$ cat config.mk
export PLATFORM = sky130hd
export DESIGN_NAME = fetx_coder
export DESIGN_NICKNAME = d
export VERILOG_FILES = /design/src/rtl/fetx_pkg.sv /design/src/rtl/fetx_framer.sv /design/src/rtl/fetx_serializer.sv /design/src/rtl/fetx_scrambler.sv /design/src/rtl/fetx_mlt3.sv /design/src/rtl/fetx_coder.sv
export SDC_FILE = /design/constraint.sdc
export NUM_CORES = 1
export LEC_CHECK = 0
export ABC_AREA = 0
export CORE_UTILIZATION = 52
export DETAILED_ROUTE_END_ITERATION = 8
export PLACE_DENSITY_LB_ADDON = 0.12
export SYNTH_ARGS = -nofsm -noshare
export SYNTH_HDL_FRONTEND = slang
export SYNTH_SLANG_ARGS = --single-unit
$ cat constraint.sdc
create_clock -name clk -period 1.85 [get_ports clk]
set_input_delay 0.2775 -clock clk [delete_from_list [all_inputs] [get_ports clk]]
set_output_delay 0.2775 -clock clk [all_outputs]
set_load 0.02 [all_outputs]
$ cat src/rtl/fetx_pkg.sv
package fetx_pkg;
  localparam int CODE_W = 5;
  localparam int NIB_W  = 4;
  localparam int LFSR_W = 11;
  localparam int TAP_B  = 9;

  typedef enum logic [1:0] {FR_IDLE, FR_SENDK, FR_DATA, FR_SENDR} fr_state_e;

  localparam logic [CODE_W-1:0] CG_IDLE = 5'b11111;
  localparam logic [CODE_W-1:0] CG_J    = 5'b11000;
  localparam logic [CODE_W-1:0] CG_K    = 5'b10001;
  localparam logic [CODE_W-1:0] CG_T    = 5'b01101;
  localparam logic [CODE_W-1:0] CG_R    = 5'b00111;
  localparam logic [CODE_W-1:0] CG_HALT = 5'b00100;

  function automatic logic [CODE_W-1:0] map_nib(input logic [NIB_W-1:0] n);
    logic [CODE_W-1:0] c;
    unique case (n)
      4'h0: c = 5'b11110;
      4'h1: c = 5'b01001;
      4'h2: c = 5'b10100;
      4'h3: c = 5'b10101;
      4'h4: c = 5'b01010;
      4'h5: c = 5'b01011;
      4'h6: c = 5'b01110;
      4'h7: c = 5'b01111;
      4'h8: c = 5'b10010;
      4'h9: c = 5'b10011;
      4'hA: c = 5'b10110;
      4'hB: c = 5'b10111;
      4'hC: c = 5'b11010;
      4'hD: c = 5'b11011;
      4'hE: c = 5'b11100;
      default: c = 5'b11101;
    endcase
    return c;
  endfunction

  function automatic logic lfsr_tap(input logic [LFSR_W-1:0] s);
    return s[LFSR_W-1] ^ s[TAP_B-1];
  endfunction

  function automatic logic [1:0] mlt_level(input logic [1:0] phase);
    logic [1:0] l;
    unique case (phase)
      2'd1:    l = 2'b01;
      2'd3:    l = 2'b11;
      default: l = 2'b00;
    endcase
    return l;
  endfunction
endpackage

$ cat src/rtl/fetx_framer.sv
module fetx_framer
  import fetx_pkg::*;
(
  input  logic              clk,
  input  logic              rst_n,
  input  logic              load,
  input  logic              byp_eff,
  input  logic              tx_en,
  input  logic              tx_er,
  input  logic [NIB_W-1:0]  txd,
  output logic [CODE_W-1:0] code
);
  fr_state_e state_q, state_d;

  always_comb begin
    state_d = state_q;
    code    = CG_IDLE;
    if (byp_eff) begin
      code    = {tx_er, txd};
      state_d = FR_IDLE;
    end else begin
      unique case (state_q)
        FR_IDLE: if (tx_en) begin
          code    = CG_J;
          state_d = FR_SENDK;
        end
        FR_SENDK: begin
          code    = CG_K;
          state_d = FR_DATA;
        end
        FR_DATA: if (tx_en) begin
          code = tx_er ? CG_HALT : map_nib(txd);
        end else begin
          code    = CG_T;
          state_d = FR_SENDR;
        end
        default: begin
          code    = CG_R;
          state_d = FR_IDLE;
        end
      endcase
    end
  end

  always_ff @(posedge clk) begin
    if (!rst_n)    state_q <= FR_IDLE;
    else if (load) state_q <= state_d;
  end
endmodule

$ cat src/rtl/fetx_serializer.sv
module fetx_serializer
  import fetx_pkg::*;
(
  input  logic              clk,
  input  logic              rst_n,
  input  logic [CODE_W-1:0] code,
  input  logic              byp_eff,
  output logic              load,
  output logic              ser_bit,
  output logic              byp_q
);
  localparam int CNT_W = $clog2(CODE_W);
  localparam logic [CNT_W-1:0] LAST = CNT_W'(CODE_W - 1);

  logic [CNT_W-1:0]  cnt_q;
  logic [CODE_W-1:0] sh_q;

  assign load    = (cnt_q == '0);
  assign ser_bit = sh_q[CODE_W-1];

  always_ff @(posedge clk) begin
    if (!rst_n) begin
      cnt_q <= '0;
      sh_q  <= '1;
      byp_q <= 1'b0;
    end else begin
      cnt_q <= (cnt_q == LAST) ? '0 : cnt_q + 1'b1;
      if (load) begin
        sh_q  <= code;
        byp_q <= byp_eff;
      end else begin
        sh_q <= {sh_q[CODE_W-2:0], 1'b1};
      end
    end
  end
endmodule

$ cat src/rtl/fetx_scrambler.sv
module fetx_scrambler
  import fetx_pkg::*;
#(
  parameter logic [LFSR_W-1:0] SEED = 11'h5A3
) (
  input  logic clk,
  input  logic rst_n,
  input  logic ser_bit,
  input  logic byp_q,
  output logic line_bit
);
  logic [LFSR_W-1:0] s_q;
  logic              ks;

  assign ks       = lfsr_tap(s_q);
  assign line_bit = byp_q ? ser_bit : (ser_bit ^ ks);

  always_ff @(posedge clk) begin
    if (!rst_n) s_q <= SEED;
    else        s_q <= {s_q[LFSR_W-2:0], ks};
  end
endmodule

$ cat src/rtl/fetx_mlt3.sv
module fetx_mlt3
  import fetx_pkg::*;
(
  input  logic       clk,
  input  logic       rst_n,
  input  logic       line_bit,
  output logic [1:0] mlt_out
);
  logic [1:0] phase_q;

  assign mlt_out = mlt_level(phase_q);

  always_ff @(posedge clk) begin
    if (!rst_n)        phase_q <= 2'd0;
    else if (line_bit) phase_q <= phase_q + 2'd1;
  end
endmodule

$ cat src/rtl/fetx_coder.sv
module fetx_coder
  import fetx_pkg::*;
#(
  parameter logic [LFSR_W-1:0] LFSR_SEED = 11'h5A3
) (
  input  logic              clk,
  input  logic              rst_n,
  input  logic              bypass_en,
  input  logic              autoneg_on,
  input  logic              tx_en,
  input  logic              tx_er,
  input  logic [NIB_W-1:0]  txd,
  output logic              nib_take,
  output logic              line_bit,
  output logic [1:0]        mlt_out
);
  logic              byp_eff;
  logic              byp_q;
  logic              ser_bit;
  logic [CODE_W-1:0] code;

  assign byp_eff = bypass_en & ~autoneg_on;

  fetx_framer u_framer (
    .clk(clk), .rst_n(rst_n), .load(nib_take), .byp_eff(byp_eff),
    .tx_en(tx_en), .tx_er(tx_er), .txd(txd), .code(code)
  );

  fetx_serializer u_ser (
    .clk(clk), .rst_n(rst_n), .code(code), .byp_eff(byp_eff),
    .load(nib_take), .ser_bit(ser_bit), .byp_q(byp_q)
  );

  fetx_scrambler #(.SEED(LFSR_SEED)) u_scr (
    .clk(clk), .rst_n(rst_n), .ser_bit(ser_bit), .byp_q(byp_q),
    .line_bit(line_bit)
  );

  fetx_mlt3 u_mlt (
    .clk(clk), .rst_n(rst_n), .line_bit(line_bit), .mlt_out(mlt_out)
  );
endmodule

==> results of run 1 <==
==> cells in the mapped netlist, types with 4 or more instances <==
cell / instances
sky130_fd_sc_hd__a21oi_1: 9
sky130_fd_sc_hd__and2_1: 4
sky130_fd_sc_hd__dfxtp_1: 24
sky130_fd_sc_hd__ha_1: 8
sky130_fd_sc_hd__inv_1: 8
sky130_fd_sc_hd__nand2_1: 7
sky130_fd_sc_hd__nand2b_1: 7
sky130_fd_sc_hd__nor2_1: 6
sky130_fd_sc_hd__nor3_1: 4
sky130_fd_sc_hd__o21ai_0: 4
==> layer usage <==
layer / track usage, % / routed length (um)
met1: 22.1 / 892
met2: 33.2 / 954
met3: 6.92 / 58
met4: 6.86 / 18
met5: 0 / 0
==> power by group through the flow <==
| stage | clock network (mW) | registers (mW) | logic, mW |
|---|---|---|---|
| finish | 0.213 | 0.595 | 0.301 |
| global route | 0.249 | 0.601 | 0.334 |
| CTS | 0.222 | 0.596 | 0.297 |
| detailed placement | 0 | 0.607 | 0.303 |
| global placement | 0 | 0.605 | 0.295 |
| floorplan | 0 | 0.600 | 0.197 |
==> metrics by stage <==
step	instances	setup slack, ps	power, mW	hold WS (ps)	utilization [%]
floorplan	115	454	0.797	351	-
global placement	159	131	0.900	394	65.2
detailed placement	159	70.4	0.910	394	65.2
CTS	162	23.8	1.12	423	66.7
global route	163	17.5	1.18	435	66.9
finish	163	97.8	1.11	419	66.9
==> registers in the layout, indices dropped and copies added, names as in the netlist <==
| name | flops |
|---|---|
| u_scr.s_q | 11 |
| u_ser.byp_q | 1 |
| u_mlt.phase_q | 2 |
| u_ser.sh_q | 5 |
| u_ser.cnt_q | 3 |
| u_framer.state_q | 2 |
==> path summary, 6_finish.rpt <==
kind | cells after the start | start | endpoint
worst max-delay path | 5 | u_ser.cnt_q[0] | nib_take
worst min-delay path | 1 | u_scr.s_q[0] | u_scr.s_q[1]
worst max register to register | 6 | u_framer.state_q[0] | u_ser.sh_q[0]
worst min register to register | 1 | u_scr.s_q[0] | u_scr.s_q[1]
==> area by class of cell <==
class	count	area share [%]
multi-input cells	80	43.1
flip-flops and latches	24	37.0
repair buffers	19	12.7
inverters	10	2.89
well taps	27	2.60
clock buffers	3	1.73
==> kinds of logic after synthesis <==
kind of cell / after synthesis / share of synthesized area [%]
buffers and inverters: 11 / 3.86
flip-flops: 24 / 45.0
AO/OA/AOI/OAI: 26 / 16.4
AND/OR/NAND/NOR: 42 / 21.9
XOR/XNOR: 2 / 1.64
adder cells (fa/ha/maj): 8 / 9.37
multiplexers: 2 / 1.87
==> worst register-to-register path, stage by stage (launching register included) <==
cell and delay, ps:
sky130_fd_sc_hd__dfxtp_1 390, sky130_fd_sc_hd__inv_1 80, sky130_fd_sc_hd__ha_1 280, sky130_fd_sc_hd__nor2b_1 170, sky130_fd_sc_hd__a311o_1 280, sky130_fd_sc_hd__nor2_1 120, sky130_fd_sc_hd__o211ai_1 110
==> repair_timing <==
item,CTS,global route
setup buffers,0,1
resized for setup,6,5
pin swaps,0,1
endpoints found under the setup margin,3,3
==> impl_metrics.env, run 1 <==
export IMPL_outcome="completed"
export IMPL_mappedNetlistNets=133
export IMPL_power_share_sequential_pct=53.7
export IMPL_mostFrequentLayoutCell="sky130_fd_sc_hd__dfxtp_1"
export IMPL_share_clk_of_total_power_pct=19.2
export IMPL_effective_utilization_at_floorplan_pct=55.0
export IMPL_crit_chain="inv_1, ha_1, nand2b_4, clkinv_1, clkdlybuf4s15_1"
export IMPL_postCtsHoldBufs=0
export IMPL_fraction_of_layout_cells_with_a_size_suffix_above_1_pct=12.5
export IMPL_die_width_um=47.3
export IMPL_cts_max_path_buffers=2
export IMPL_worst_hold_path_type="flip-flop to flip-flop"
export IMPL_detailed_route_wl_mm=1.92
export IMPL_ys_dominant_reg_cell="sky130_fd_sc_hd__dfxtp_1"
export IMPL_synth_yosys_seq_area_share_pct=45.0
export IMPL_overflow=0
export IMPL_clk_insertion_delay_late_ps=300
export IMPL_power_share_switching_pct=28.6
export IMPL_floorplan_rows=16
export IMPL_drv_max_cap_violation_count=0
export IMPL_timing_critical_path_fanout_max=7
export IMPL_post_synth_cell_area_avg_um2=9.29
export IMPL_diodes=0
export IMPL_htree_levels=1
export IMPL_timing_worst_slew_pin_value_ps=366
export IMPL_final_period_minus_worst_setup_slack_ps=1750
export IMPL_final_nets=156
export IMPL_syn2layout_area_growth_pct=21.5
export IMPL_powerDensity_nw_per_um2=854
export IMPL_synth_cell_type_count=36
export IMPL_synth_edf_count=0
export IMPL_first_iter_violations=10
export IMPL_data_required_time_of_the_worst_path_ps=1570
export IMPL_finish_instance_area_um2=1300
export IMPL_criticalPathCategory="flip-flop to primary output"
export IMPL_nFillCells=171
export IMPL_ys_async_sr_fraction_pct=0
export IMPL_grt_total_usage_pct=19.4
export IMPL_postSynthRegisterBits=24
export IMPL_detailroute_via_count=858
export IMPL_mostFrequentLayoutCells="sky130_fd_sc_hd__dfxtp_1 (24), sky130_fd_sc_hd__clkdlybuf4s50_1 (10), sky130_fd_sc_hd__a21oi_1 (9)"
export IMPL_critical_path_top_delay_family="buffers and inverters"
export IMPL_relSlewSlack_pct=75.6
export IMPL_cp_slowest_cell="sky130_fd_sc_hd__dfxtp_1"
export IMPL_cp_slowest_stage_delay_ps=360
export IMPL_pin_count=14
export IMPL_timing_final_setup_violations=0
export IMPL_drc=0
export IMPL_cts_sinks=24
export IMPL_grt_antenna_before_repair=0
export IMPL_number_of_buffers_and_inverters_on_the_critical_path=3
export IMPL_power_frac_comb_pct=27.1
export IMPL_grt_pass1_vias=732
export IMPL_dpl_cell_area_um2=1270
export IMPL_clk_pin_slew_ps=120
export IMPL_clockRootBuffer="sky130_fd_sc_hd__clkbuf_4"
export IMPL_route_antenna_remaining_nets=0
export IMPL_ys_warn_count=0
export IMPL_synth_top_area_cell="sky130_fd_sc_hd__dfxtp_1"
export IMPL_coreArea_um2=1940
export IMPL_multi_input_area_um2=559
export IMPL_cts_made_buffers=3
export IMPL_numPortBuffers=13
export IMPL_tritoncts="yes"
export IMPL_regToRegSetupSlack_ps=310
export IMPL_finalWeightedCongestion=0.853
export IMPL_fin_tns_setup_ps=0
export IMPL_detailedPlacementHpwl_mm=1.46
export IMPL_data_arrival_at_the_endpoint_of_the_critical_path_ps=1470
export IMPL_timing_max_transition_violations_final=0
export IMPL_fp_dieH_um=47.3
export IMPL_synth_top_cells_by_area="sky130_fd_sc_hd__dfxtp_1 (45%), sky130_fd_sc_hd__ha_1 (9.4%), sky130_fd_sc_hd__a21oi_1 (4.2%), sky130_fd_sc_hd__nand2b_1 (4.1%), sky130_fd_sc_hd__inv_1 (2.8%)"
export IMPL_synthCells=115
export IMPL_grt_start_max_net_pins=15
export IMPL_sequential_cell_area_um2=480
export IMPL_post_synth_top_area_fraction_pct=45.0
export IMPL_fp_dieArea_um2=2240
export IMPL_power_switching_mw=0.317
export IMPL_detail_route_vias_per_cell=5.26
export IMPL_ir_drop_worst_case_vdd_mv=0.644
export IMPL_dr_wl_cell_um=11.8
export IMPL_finClkSkew_ps=7.38
export IMPL_clock_fmax_ghz=0.571
export IMPL_layout_worst_path_cycle_share_pct=94.7
export IMPL_leakage_power_nw=0.537
export IMPL_rsz0062_at_grt="false"
export IMPL_synthesis_area_um2=1070
export IMPL_final_hold_viol_count=0
export IMPL_internal_power_mw=0.793
export IMPL_drt_pass1_iterations=4
export IMPL_setup_worst_path_end_class="primary output"
export IMPL_grt_pass1_wl_mm=2.96
export IMPL_startpoint_type_of_the_worst_setup_path="flip-flop"
(Power assumes the default switching activity.)
==> run 2, diff against run 1 <==
--- a/config.mk
+++ b/config.mk
@@ -5,7 +5,7 @@
 export SDC_FILE = /design/constraint.sdc
 export NUM_CORES = 1
 export LEC_CHECK = 0
-export ABC_AREA = 0
+export CORE_MARGIN = 10
 export CORE_UTILIZATION = 52
 export DETAILED_ROUTE_END_ITERATION = 8
 export PLACE_DENSITY_LB_ADDON = 0.12
==> impl_metrics.env, run 2 (synthesis results as in run 1) <==
export IMPL_outcome="completed"
export IMPL_final_nets=158
export IMPL_pin_count=14
export IMPL_coreArea_um2=1960
export IMPL_fin_tns_setup_ps=0
export IMPL_r2r_start="u_framer.state_q[0]"
export IMPL_fraction_of_layout_cells_with_a_size_suffix_above_1_pct=16.5
export IMPL_timing_max_transition_violations_final=0
export IMPL_data_required_time_of_the_worst_path_ps=1570
export IMPL_grt_pass1_wl_mm=3.62
export IMPL_largestRegisters="u_scr.s_q x11, u_ser.sh_q x5, u_ser.cnt_q x3"
export IMPL_final_period_minus_worst_setup_slack_ps=1770
export IMPL_detailed_route_wl_mm=2.08
export IMPL_overflow=0
export IMPL_cp_slowest_cell="sky130_fd_sc_hd__dfxtp_2"
export IMPL_regToRegSetupSlack_ps=340
export IMPL_dr_wl_cell_um=12.5
export IMPL_mostFrequentLayoutCell="sky130_fd_sc_hd__dfxtp_1"
export IMPL_worst_hold_path_num_cells=1
export IMPL_drt_pass1_iterations=4
export IMPL_clk_pin_slew_ps=110
export IMPL_min_delay_start="u_scr.s_q[9]"
export IMPL_first_iter_violations=39
export IMPL_floorplan_rows=16
export IMPL_grt_pass1_vias=864
export IMPL_data_arrival_at_the_endpoint_of_the_critical_path_ps=1490
export IMPL_largest_register="u_scr.s_q"
export IMPL_numPortBuffers=13
export IMPL_detailroute_via_count=880
export IMPL_share_clk_of_total_power_pct=28.6
export IMPL_dpl_cell_area_um2=1270
export IMPL_internal_power_mw=0.942
export IMPL_detail_route_vias_per_cell=5.30
export IMPL_finish_instance_area_um2=1350
export IMPL_tritoncts="yes"
export IMPL_setup_worst_path_end_class="primary output"
export IMPL_startpoint_type_of_the_worst_setup_path="flip-flop"
export IMPL_clk_insertion_delay_late_ps=310
export IMPL_syn2layout_area_growth_pct=26.6
export IMPL_worst_case_setup_slack_after_placement_ps=-33.6
export IMPL_mostFrequentLayoutCells="sky130_fd_sc_hd__dfxtp_1 (22), sky130_fd_sc_hd__a21oi_1 (9), sky130_fd_sc_hd__clkdlybuf4s50_1 (9)"
export IMPL_timing_worst_slew_pin_value_ps=321
export IMPL_finalWeightedCongestion=0.885
export IMPL_drv_max_cap_violation_count=0
export IMPL_leakage_power_nw=0.581
export IMPL_number_of_buffers_and_inverters_on_the_critical_path=2
export IMPL_detailedPlacementHpwl_mm=1.62
export IMPL_power_switching_mw=0.331
export IMPL_cts_made_buffers=3
export IMPL_effective_utilization_at_floorplan_pct=54.5
export IMPL_power_share_sequential_pct=47.1
export IMPL_timing_final_setup_violations=0
export IMPL_die_width_um=65.3
export IMPL_drc=0
export IMPL_criticalPathCategory="flip-flop to primary output"
export IMPL_route_antenna_remaining_nets=0
export IMPL_placedCellCount=160
export IMPL_cp_slowest_stage_delay_ps=360
export IMPL_fp_dieArea_um2=4270
export IMPL_power_share_switching_pct=26.0
export IMPL_worst_hold_path_type="flip-flop to flip-flop"
export IMPL_cts_max_path_buffers=2
export IMPL_relSlewSlack_pct=78.6
export IMPL_worst_r2r_path_depth=6
export IMPL_grt_total_usage_pct=10.4
export IMPL_holdPathEnd="u_scr.s_q[10]"
export IMPL_rsz0062_at_grt="false"
export IMPL_clock_fmax_ghz=0.565
export IMPL_powerDensity_nw_per_um2=942
export IMPL_layout_worst_path_cycle_share_pct=95.6
export IMPL_fp_dieH_um=65.3
export IMPL_utilization_pct=68.9
export IMPL_finClkSkew_ps=8.59
export IMPL_diodes=0
export IMPL_clockRootBuffer="sky130_fd_sc_hd__clkbuf_4"
export IMPL_largest_reg_flops=11
export IMPL_crit_chain="inv_1, ha_1, or2_2, dlygate4sd2_1"
export IMPL_grt_antenna_before_repair=0
export IMPL_final_hold_viol_count=0
export IMPL_final_critical_path_setup_slack_ps=81.2
export IMPL_grt_start_max_net_pins=15
export IMPL_power_frac_comb_pct=24.3
export IMPL_timing_critical_path_fanout_max=3
export IMPL_critical_path_top_delay_family="buffers and inverters"
export IMPL_ir_drop_worst_case_vdd_mv=0.676
export IMPL_cts_sinks=24
export IMPL_final_instance_count_excl_fill=166
export IMPL_r2r_end="u_ser.sh_q[0]"
export IMPL_htree_levels=1
==> run 2: cell count changes in the layout (fill, tap and decap cells not counted), sizes merged <==
cell and change:
dlygate4sd2 +1, bufinv +1, clkdlybuf4s50 -1, clkdlybuf4s15 -1, dlymetal6s2s +1, buf +2
==> run 2: worst max path at each step <==
stage / depth (start not counted) / from / end
after floorplan: 7 / u_ser.cnt_q[0] / u_framer.state_q[0]
after global placement: 4 / u_scr.s_q[8] / line_bit
after detailed placement: 4 / u_scr.s_q[8] / line_bit
after CTS: 5 / u_ser.cnt_q[0] / nib_take
after global routing: 4 / u_mlt.phase_q[1] / mlt_out[0]
final: 4 / u_mlt.phase_q[1] / mlt_out[0]
==> run 2: final cells by class <==
cell class / instances / area [um^2]
clock buffer: 3 / 22.5
clock inverter: 1 / 30.0
fill: 170 / 609
inverter: 10 / 37.5
multi-input combinational: 80 / 564
sequential: 24 / 483
tap: 27 / 33.8
timing repair buffer: 21 / 181
==> run 2: power groups by stage <==
stage,clock [mW],sequential (mW),combinational (mW)
after detailed placement,0,0.608,0.306
after global routing,0.395,0.607,0.348
final,0.364,0.600,0.310
after CTS,0.370,0.599,0.303
after floorplan,0,0.600,0.197
after global placement,0,0.604,0.298
==> run 2: what timing repair did <==
action / in CTS / in global routing
pin swaps: 0 / 1
hold buffers: 0 / 0
setup buffers: 0 / 2
setup endpoints to repair: 3 / 4
resized for setup: 8 / 6
==> run 2: worst reg2reg max path: stages, from the launching register on <==
cell	delay, ps
sky130_fd_sc_hd__dfxtp_1	410
sky130_fd_sc_hd__inv_1	80
sky130_fd_sc_hd__ha_1	280
sky130_fd_sc_hd__nor2b_1	180
sky130_fd_sc_hd__a311o_1	270
sky130_fd_sc_hd__nor2_1	90
sky130_fd_sc_hd__o211ai_1	90
==> run 2: per-stage QoR <==
stage	power (mW)	hold slack (ps)
global placement	0.903	394
finish	1.27	421
CTS	1.27	421
detailed placement	0.914	394
global route	1.35	439
floorplan	0.797	351
==> run 2: layer usage <==
metal | track usage (%) | wire length [um] | vias up
met5 | 0 | 0 | -
met2 | 18.3 | 1040 | 16
met4 | 4.01 | 25 | 0
li1 | - | - | 448
met3 | 3.90 | 118 | 5
met1 | 11.0 | 901 | 411
==> run 3, diff against run 2 <==
--- a/config.mk
+++ b/config.mk
@@ -6,7 +6,8 @@
 export NUM_CORES = 1
 export LEC_CHECK = 0
 export CORE_MARGIN = 10
-export CORE_UTILIZATION = 52
+export CORE_UTILIZATION = 55
+export CTS_BUF_LIST = sky130_fd_sc_hd__clkbuf_8
 export DETAILED_ROUTE_END_ITERATION = 8
 export PLACE_DENSITY_LB_ADDON = 0.12
 export SYNTH_ARGS = -nofsm -noshare
==> impl_metrics.env, run 3 (synthesis results as in run 1) <==
export IMPL_outcome="completed"
export IMPL_detailed_route_wl_mm=2.05
export IMPL_final_nets=156
export IMPL_power_share_sequential_pct=50.4
export IMPL_nFillCells=140
export IMPL_tritoncts="yes"
export IMPL_cts_made_buffers=3
export IMPL_layout_worst_path_cycle_share_pct=95.1
export IMPL_overflow=0
export IMPL_startpoint_type_of_the_worst_setup_path="flip-flop"
export IMPL_grt_start_max_net_pins=15
export IMPL_route_antenna_remaining_nets=0
export IMPL_criticalPathCategory="flip-flop to primary output"
export IMPL_coreArea_um2=1780
export IMPL_detailedPlacementHpwl_mm=1.60
export IMPL_detail_route_vias_per_cell=5.35
export IMPL_mostFrequentLayoutCell="sky130_fd_sc_hd__dfxtp_1"
export IMPL_timing_max_transition_violations_final=0
export IMPL_dr_wl_cell_um=12.7
export IMPL_grt_total_usage_pct=10.4
export IMPL_fraction_of_layout_cells_with_a_size_suffix_above_1_pct=12.5
export IMPL_power_share_switching_pct=27.8
export IMPL_pin_count=14
export IMPL_timing_final_setup_violations=0
export IMPL_power_switching_mw=0.330
export IMPL_worst_hold_path_num_cells=1
export IMPL_powerDensity_nw_per_um2=900
export IMPL_cts_setup_buffers=0
export IMPL_total_power_mw=1.19
export IMPL_effective_utilization_at_floorplan_pct=59.9
export IMPL_syn2layout_area_growth_pct=23.3
export IMPL_share_clk_of_total_power_pct=24.7
export IMPL_diodes=0
export IMPL_grt_pass1_wl_mm=3.52
export IMPL_largest_register="u_scr.s_q"
export IMPL_final_period_minus_worst_setup_slack_ps=1760
export IMPL_final_critical_path_setup_slack_ps=91.0
export IMPL_drt_pass1_iterations=4
export IMPL_die_width_um=64.1
export IMPL_timing_critical_path_fanout_max=7
export IMPL_ir_drop_worst_case_vdd_mv=0.848
export IMPL_data_arrival_at_the_endpoint_of_the_critical_path_ps=1480
export IMPL_finClkSkew_ps=7.34
export IMPL_finalHoldWorstSlack_ps=421
export IMPL_floorplan_rows=15
export IMPL_postCtsHoldBufs=0
export IMPL_grt_antenna_before_repair=0
export IMPL_cts_max_path_buffers=2
export IMPL_largestRegisters="u_scr.s_q x11, u_ser.sh_q x5, u_ser.cnt_q x3"
export IMPL_fin_tns_setup_ps=0
export IMPL_mostFrequentLayoutCells="sky130_fd_sc_hd__dfxtp_1 (24), sky130_fd_sc_hd__clkdlybuf4s50_1 (10), sky130_fd_sc_hd__a21oi_1 (9)"
export IMPL_setup_worst_path_end_class="primary output"
export IMPL_first_iter_violations=42
export IMPL_grt_pass1_vias=853
export IMPL_clk_insertion_delay_late_ps=260
export IMPL_clk_pin_slew_ps=70
export IMPL_clock_fmax_ghz=0.569
export IMPL_final_hold_viol_count=0
export IMPL_clockRootBuffer="sky130_fd_sc_hd__clkbuf_8"
export IMPL_finalWeightedCongestion=0.851
export IMPL_timing_worst_slew_pin_value_ps=303
export IMPL_fp_dieH_um=64.1
export IMPL_rsz0062_at_grt="false"
export IMPL_multi_input_area_um2=559
export IMPL_power_frac_comb_pct=24.8
export IMPL_fp_dieArea_um2=4110
export IMPL_detailroute_via_count=862
export IMPL_drv_max_cap_violation_count=0
export IMPL_drc=0
export IMPL_worst_case_setup_slack_after_placement_ps=-22.5
export IMPL_leakage_power_nw=0.547
export IMPL_internal_power_mw=0.856
export IMPL_data_required_time_of_the_worst_path_ps=1570
export IMPL_largest_reg_flops=11
export IMPL_worst_hold_path_type="flip-flop to flip-flop"
export IMPL_numPortBuffers=13
export IMPL_cts_sinks=24
export IMPL_htree_levels=1
export IMPL_worst_r2r_path_depth=6
export IMPL_relSlewSlack_pct=79.7
export IMPL_sequential_cell_area_um2=480
## run 3: worst paths after layout
check,end,slack (ps),start
worst max-delay path,nib_take,90,u_ser.cnt_q[0]
worst min-delay path,u_scr.s_q[7],420,u_scr.s_q[6]
worst min register to register,u_scr.s_q[7],420,u_scr.s_q[6]
worst max register to register,u_ser.sh_q[0],380,u_framer.state_q[0]
## run 3: repair_timing
item,CTS,global route
hold endpoints to repair,0,0
setup endpoints to repair,3,1
gates resized for setup,5,2
## run 3: worst max-delay path, stage by stage, from the launching register on
cell and delay (ps):
sky130_fd_sc_hd__dfxtp_1 330, sky130_fd_sc_hd__inv_1 60, sky130_fd_sc_hd__ha_1 240, sky130_fd_sc_hd__nand2b_2 160, sky130_fd_sc_hd__clkinv_1 110, sky130_fd_sc_hd__dlygate4sd2_1 330
## run 3: layout make-up
type                            count  area share, %
Sequential cell                    24           36.5
Multi-Input combinational cell     80           42.5
Inverter                           10           2.85
Tap cell                           25           2.37
Timing Repair Buffer               19           12.7
Clock buffer                        3           3.13
## run 3: per-layer routing
layer	vias to the layer above	share of wire, %	GRT usage (%)
met1	393	45	12.0
li1	441	-	-
met4	0	1.0	3.55
met2	24	47	16.9
met5	-	0	0
met3	4	7.2	4.18
## run 3: metrics by stage
step / instances / util (%) / cell area [um^2]
finish: 161 / 73.9 / 1320
global route: 161 / 73.9 / 1320
CTS: 161 / 74.1 / 1320
detailed placement: 158 / 71.3 / 1270
global placement: 158 / 71.3 / 1270
floorplan: 115 / - / 1070
## run 3: power groups by stage
stage | clock, mW | sequential [mW] | combinational (mW)
after floorplan | 0 | 0.600 | 0.197
after global placement | 0 | 0.605 | 0.294
after detailed placement | 0 | 0.609 | 0.304
after CTS | 0.297 | 0.598 | 0.297
after global routing | 0.316 | 0.604 | 0.331
final | 0.293 | 0.598 | 0.295
